File: src/rtl/panel_link_pkg.sv
package panel_link_pkg;
  localparam int COLOR_W = 6;
  localparam int PIX_W   = 3 * COLOR_W;
  localparam int LANES   = 3;
  localparam int CH_N    = 2;
  localparam int SER_W   = (PIX_W + 3) / LANES;
  localparam int PH_W    = $clog2(SER_W);
  localparam logic [SER_W-1:0] CLK_PAT = 7'b1100011;

  typedef logic [SER_W-1:0] word_t;
  typedef logic [PIX_W-1:0] pix_t;

  function automatic word_t lane_word(input int lane, input pix_t p,
                                      input logic hs, input logic vs, input logic de);
    logic [COLOR_W-1:0] r, g, b;
    r = p[3*COLOR_W-1:2*COLOR_W];
    g = p[2*COLOR_W-1:COLOR_W];
    b = p[COLOR_W-1:0];
    case (lane)
      0:       lane_word = {r, g[0]};
      1:       lane_word = {g[5:1], b[1:0]};
      default: lane_word = {b[5:2], hs, vs, de};
    endcase
  endfunction
endpackage

File: src/rtl/link_phase.sv
module link_phase
  import panel_link_pkg::*;
(
  input  logic clk_i,
  input  logic rst_ni,
  output logic ld_o
);
  logic [PH_W-1:0] ph_q;

  always_ff @(posedge clk_i or negedge rst_ni) begin
    if (!rst_ni)                          ph_q <= '0;
    else if (ph_q == PH_W'(SER_W - 1))    ph_q <= '0;
    else                                  ph_q <= ph_q + 1'b1;
  end

  assign ld_o = (ph_q == '0);
endmodule

File: src/rtl/lane_map.sv
module lane_map
  import panel_link_pkg::*;
(
  input  pix_t  pix_i,
  input  logic  hs_i,
  input  logic  vs_i,
  input  logic  de_i,
  output word_t word_o [LANES]
);
  for (genvar l = 0; l < LANES; l++) begin : g_lane
    assign word_o[l] = lane_word(l, pix_i, hs_i, vs_i, de_i);
  end
endmodule

File: src/rtl/lane_ser.sv
module lane_ser #(
  parameter int W = 7
) (
  input  logic         clk_i,
  input  logic         rst_ni,
  input  logic         load_i,
  input  logic         act_i,
  input  logic         hold_i,
  input  logic [W-1:0] word_i,
  output logic         bit_o,
  output logic         oe_o
);
  logic [W-1:0] sh_q;
  logic         oe_q;

  always_ff @(posedge clk_i or negedge rst_ni) begin
    if (!rst_ni) begin
      sh_q <= '0;
      oe_q <= 1'b0;
    end else if (load_i) begin
      sh_q <= act_i ? word_i : '0;
      oe_q <= act_i | hold_i;   // idle lane kept driving zeros
    end else begin
      sh_q <= {sh_q[W-2:0], 1'b0};
    end
  end

  assign bit_o = sh_q[W-1];
  assign oe_o  = oe_q;
endmodule

File: src/rtl/panel_link_tx.sv
module panel_link_tx
  import panel_link_pkg::*;
(
  input  logic                    clk_i,
  input  logic                    rst_ni,
  input  logic                    port_en_i,
  input  logic                    dual_i,
  input  logic                    zero_idle_i,
  input  logic [PIX_W-1:0]        pix_a_i,
  input  logic [PIX_W-1:0]        pix_b_i,
  input  logic                    hsync_i,
  input  logic                    vsync_i,
  input  logic                    de_i,
  output logic                    ld_o,
  output logic [CH_N*LANES-1:0]   dat_o,
  output logic [CH_N*LANES-1:0]   dat_oe_o,
  output logic [CH_N-1:0]         clk_o,
  output logic [CH_N-1:0]         clk_oe_o
);
  logic ld;
  logic hold;
  pix_t pix_ch [CH_N];

  assign pix_ch[0] = pix_a_i;
  assign pix_ch[1] = pix_b_i;
  assign hold      = port_en_i & zero_idle_i;
  assign ld_o      = ld;

  link_phase u_phase (
    .clk_i  (clk_i),
    .rst_ni (rst_ni),
    .ld_o   (ld)
  );

  for (genvar c = 0; c < CH_N; c++) begin : g_ch
    logic  act;
    word_t words [LANES];

    assign act = port_en_i & ((c == 0) | dual_i);

    lane_map u_map (
      .pix_i  (pix_ch[c]),
      .hs_i   (hsync_i),
      .vs_i   (vsync_i),
      .de_i   (de_i),
      .word_o (words)
    );

    for (genvar l = 0; l < LANES; l++) begin : g_dat
      lane_ser #(.W(SER_W)) u_ser (
        .clk_i  (clk_i),
        .rst_ni (rst_ni),
        .load_i (ld),
        .act_i  (act),
        .hold_i (hold),
        .word_i (words[l]),
        .bit_o  (dat_o[c*LANES+l]),
        .oe_o   (dat_oe_o[c*LANES+l])
      );
    end

    lane_ser #(.W(SER_W)) u_clk (
      .clk_i  (clk_i),
      .rst_ni (rst_ni),
      .load_i (ld),
      .act_i  (act),
      .hold_i (hold),
      .word_i (CLK_PAT),
      .bit_o  (clk_o[c]),
      .oe_o   (clk_oe_o[c])
    );
  end
endmodule

File: config.mk
export PLATFORM = sky130hd
export DESIGN_NAME = panel_link_tx
export DESIGN_NICKNAME = d
export VERILOG_FILES = /design/src/rtl/panel_link_pkg.sv /design/src/rtl/link_phase.sv /design/src/rtl/lane_map.sv /design/src/rtl/lane_ser.sv /design/src/rtl/panel_link_tx.sv
export SDC_FILE = /design/constraint.sdc
export NUM_CORES = 1
export LEC_CHECK = 0
export CAP_MARGIN = 10
export CELL_PAD_IN_SITES_DETAIL_PLACEMENT = 1
export CELL_PAD_IN_SITES_GLOBAL_PLACEMENT = 1
export CORE_MARGIN = 8
export CORE_UTILIZATION = 40
export CTS_BUF_LIST = sky130_fd_sc_hd__clkbuf_4 sky130_fd_sc_hd__clkbuf_8
export DETAILED_ROUTE_END_ITERATION = 8
export DONT_BUFFER_PORTS = 1
export GPL_TIMING_DRIVEN = 0
export PLACE_DENSITY = 0.7
export SYNTH_ARGS = -nofsm -noshare
export SYNTH_HDL_FRONTEND = slang
export SYNTH_SLANG_ARGS = --single-unit
export TNS_END_PERCENT = 30
File: constraint.sdc
create_clock -name clk_i -period 2.49 [get_ports clk_i]
set_clock_uncertainty 0.05 [all_clocks]
set_input_delay 0.3735 -clock clk_i [delete_from_list [all_inputs] [get_ports clk_i]]
set_output_delay 0.3735 -clock clk_i [all_outputs]
set_load 0.05 [all_outputs]
* Yosys cells after proc, flatten, opt, wreduce, memory -nomap -nowiden *
Cells that the tools add are included.

storage, ports and cells
  output and inout bits = 17
  flip-flop bits (word level) = 61
  input port bits = 44

operators by class
  $add $sub $neg = 1
  multiplexer cells = 17
  bitwise gates (word level) = 4
  equality and inequality tests = 1
  reduce and logical (&&, ||, !) cells = 1

operators with widths
  cell                   count
  $mux W7                16
  $add A3 B1 Y3 const B  1
  $eq A3 B3 Y1 const B   1
  $logic_not A3 Y1       1
  $mux W3                1
  $and A1 B1 Y1          2
  $or A1 B1 Y1           2

* Depth between registers and ports, before layout *
  depth in word-level cells = 3
  depth in mapped cells = 5
  depth with buffers taken out = 3

* By module *
From an unflattened synthesis, not the netlist that was laid out.

unflattened totals
  cells, all modules = 304
  area, all modules = 2964.1 µm²

modules (own cells, without submodules)
  module         cells an instance  times used  seq. area each (µm²)  area each (µm²)
  lane_ser       31                 8           200.2                 314.1
  lane_map       21                 2           0.0                   157.7
  link_phase     10                 1           75.1                  116.4
  panel_link_tx  4                  1           0.0                   20.0

* Least setup slack after synthesis *
OpenSTA, ideal clock, no wires.

  path type = flip-flop to flip-flop
  from = register u_phase.ph_q[0]
  to = register g_ch[1].u_clk.sh_q[1]
  period minus slack after synthesis = 1.661 ns
  required time = 2.312 ns
  arrival = 1.483 ns
  setup slack = 0.829 ns
  cell stages (with the launch flop) = 6
  cell sequence = dfrtp_1 -> clkbuf_2 -> or3_4 -> buf_6 -> inv_4 -> mux2_1

on the way
  longest elaborated chain between the ends = 2

ends and longest elaborated chain
  item                    RTL line             text
  from (decl)             link_phase.sv:8      logic [PH_W-1:0] ph_q;
  from (signal assigned)  link_phase.sv:13     else ph_q <= ph_q + 1'b1;
  $logic_not A3 Y1        link_phase.sv:16     assign ld_o = (ph_q == '0);
  via ld_o                panel_link_tx.sv:14  output logic ld_o,
  $mux W7                 lane_ser.sv:20       end else if (load_i) begin
  to (signal assigned)    lane_ser.sv:21       sh_q <= act_i ? word_i : '0;
  to (signal assigned)    lane_ser.sv:24       sh_q <= {sh_q[W-2:0], 1'b0};
  to (decl)               lane_ser.sv:13       logic [W-1:0] sh_q;

The timed path passes the listed nets, and every way through them passes these cells.
A chain may end at the register's enable or synchronous reset.

* Worst setup path after layout *
  from = register u_phase.ph_q[0]
  to = output port ld_o

on the way
  longest elaborated chain between the ends = 1

ends and longest elaborated chain
  item              RTL line
  $logic_not A3 Y1  link_phase.sv:16
  to (decl)         panel_link_tx.sv:14

Every way passes these cells.

==> impl_metrics.py <==
metrics = {
    "timing": {
        "fin_crit_ns": 2.02,
        "maxSlewViolCount": 0,
        "maxSlewHeadroom_pct": 41.4,
        "worst_slew_pin_slew_ns": 0.877,
        "max_freq_mhz": 494,
        "hold_viol": 0,
        "setup_violations": 0,
        "setup_tns_ns": 0,
        "rsz0062_at_grt": "false",
        "fin_crit_sh_pct": 81.2,
    },
    "logic_synthesis": {
        "synth.distinct_cells": 25,
        "yosys_register_bits": 61,
        "seq_area_frac_synth_pct": 57.6,
        "syn_area_per_cell_sq_um": 10.9,
        "yosys_warnings": 0,
        "netlist_instances": 244,
        "synth_area_sq_um": 2650,
        "synth_ff_type": "dfrtp_1",
        "synth-edff-count": 0,
        "synth_fp_nets": 288,
        "async_flop_share_pct": 100,
    },
    "grt": {
        "antenna_found_initial": 0,
        "grt_overflow_total": 0,
        "first_global_vias": 2056,
        "grt_max_degree": 62,
        "grt_pass1_wl_microns": 11000,
        "grt_use_total_pct": 14.5,
    },
    "floorplan": {
        "die_area_sq_um": 9490,
        "core_region_area_sq_um": 6390,
        "die_y_microns": 97.4,
        "io_pins": 61,
        "rows": 29,
        "die_w_microns": 97.4,
        "initial_core_util_pct": 41.5,
    },
    "routing": {
        "ant_nets": 0,
        "route.vias.total": 1872,
        "via_per_inst": 5.52,
        "drc": 0,
        "firstDrtPassIters": 4,
        "dr.first_iter.drc_count": 77,
        "routed_wirelength_microns": 6680,
        "wl_per_cell_microns": 19.7,
    },
    "min_path": {
        "hold_class": "in -> reg",
    },
    "critical_path": {
        "ff2ff_path_depth": 5,
        "path_max_fanout": 10,
        "r2r_setup_slack_ns": 0.73,
        "reg2reg_from": "u_phase.ph_q[0]",
        "cp-endpoint": "ld_o",
        "startpoint_type": "flop",
        "crit_required_ns": 2.07,
        "worstReg2RegEnd": "g_ch[1].u_clk.sh_q[1]",
        "worstSetupEndpointType": "primary output",
        "crit_type": "reg -> out",
        "arrival_ns": 1.60,
        "startpoint": "u_phase.ph_q[0]",
    },
    "pwr": {
        "p_per_area_nw_per_um2": 688,
        "power.total_w": 0.00205,
        "comb_power_share_pct": 7.6,
        "sequentialPowerShare_pct": 49.0,
        "sw_frac_of_total_pct": 25.4,
        "p_int_w": 0.00153,
        "static-leakage-power_nw": 1.62,
        "p_switching_w": 0.000521,
        "p_clk_share_pct": 43.4,
        "max-vdd-ir-drop_uv": 381,
    },
    "final_layout": {
        "nets": 301,
        "most-common-layout-cells": "dfrtp_1 (61), o31ai_1 (37), o21ai_0 (22), nand3_1 (18), nand2_1 (18)",
        "areaGrowthSynthToFinish_pct": 12.6,
        "diodes": 0,
        "drive_gt1_share_pct": 20.2,
        "fill_cells": 702,
        "final_common_cell": "dfrtp_1",
    },
    "place": {
        "routabilityCongestion": 0.767,
        "io_buffer_count": 0,
        "post-dp-hpwl_microns": 4540,
    },
    "clocking": {
        "cts_tree": "done",
        "cts-buffers-inserted": 9,
        "cts_setup_buffers": 0,
        "clock_latency_ns": 0.33,
        "clk_pin_slew_worst_paths_ns": 0.07,
        "clock_path_buffers": 2,
        "cts.sinks": 61,
        "cts_resized": 0,
        "clockRootBuffer": "clkbuf_8",
        "htreeDepth": 3,
    },
    "job": {
        "drv_cap": 0,
    },
    "status": {
        "status": "finished clean",
    },
}
-- cell type report --
| cell class | instances | area, sq um | area share (%) |
|---|---|---|---|
| Tap cell | 77 | 96.3 | 3.23 |
| Timing Repair Buffer | 2 | 37.5 | 1.26 |
| Inverter | 2 | 10.0 | 0.335 |
| Multi-Input combinational cell | 139 | 867 | 29.1 |
| Sequential cell | 61 | 1530 | 51.2 |
| Clock inverter | 6 | 62.6 | 2.10 |
| Clock buffer | 10 | 138 | 4.61 |
| Buffer | 42 | 246 | 8.26 |
-- worst max-delay path: stages (launching register included) --
cell and delay [ns]:
dfrtp_1 0.37, clkbuf_2 0.14, or3_4 0.41, buf_6 0.16, inv_4 0.18
-- registers in the layout, summed over array words and instances (netlist names) --
name and flops:
g_ch.g_dat.u_ser.sh_q 42, g_ch.u_clk.sh_q 14, u_phase.ph_q 3, g_ch.u_clk.oe_o 1, g_ch.g_dat.u_ser.oe_o 1
-- power by group through the flow --
stage	sequential [W]	combinational [W]	clock, W
2_1_floorplan	0.00102	0.000116	0
3_3_place_gp	0.00102	0.000130	0
3_5_place_dp	0.00103	0.000133	0
5_1_grt	0.00101	0.000172	0.000959
6_report	0.00101	0.000156	0.000892
4_1_cts	0.00101	0.000160	0.000912
-- metal layers --
metal	track usage [%]	vias up	routed length, microns
met4	5.94	0	83
met2	22.6	43	3210
met1	18.2	950	3010
met5	0	-	0
met3	4.48	6	370
li1	-	873	-
-- per-stage QoR --
stage	cell area (sq um)	std cells	hold WS (ns)	util [%]	worst slack, ns
after floorplan	2650	244	0.0279	-	0.829
after global placement	2750	321	0.0299	43.0	0.751
after detailed placement	2750	321	0.0296	43.0	0.724
after CTS	2980	339	0.101	46.7	0.451
after global routing	2980	339	0.0999	46.7	0.412
final	2980	339	0.113	46.7	0.467
-- cell families after synthesis --
family	count (synthesis)	share of synthesized area, %
DFF	61	57.6
AOI/OAI and AO/OA	81	20.2
muxes	4	1.65
buffers and inverters	44	9.68
and+or+nand+nor	54	10.9
-- timing repair --
item / in CTS / in global routing
hold buffers: 2 / 0
endpoints found under the hold margin: 61 / 0
setup endpoints to repair: 0 / 0
-- cell usage after synthesis, drive strengths merged, types with 2 or more instances --
cell	count	share of area (%)
a21o	4	1.1
and2	11	2.8
and3	3	0.71
buf	25	6.8
clkbuf	17	2.5
dfrtp	61	58
inv	2	0.38
mux2	3	1.3
nand2	18	2.5
nand2b	2	0.47
nand3	18	3.4
o21ai	39	8.4
o31ai	37	10
-- worst min-delay path by stage --
| stage | start | end | slack [ns] | cells after the start |
|---|---|---|---|---|
| floorplan | rst_ni | g_ch[0].g_dat[0].u_ser.sh_q[0] | 0.03 | 0 |
| global placement | rst_ni | g_ch[0].g_dat[1].u_ser.sh_q[0] | 0.03 | 0 |
| detailed placement | rst_ni | g_ch[0].g_dat[1].u_ser.sh_q[0] | 0.03 | 0 |
| CTS | pix_a_i[6] | g_ch[0].g_dat[0].u_ser.sh_q[0] | 0.10 | 1 |
| global route | pix_a_i[6] | g_ch[0].g_dat[0].u_ser.sh_q[0] | 0.1 | 1 |
| finish | de_i | g_ch[0].g_dat[2].u_ser.sh_q[0] | 0.11 | 1 |
Power figures use the tool's default switching activity.
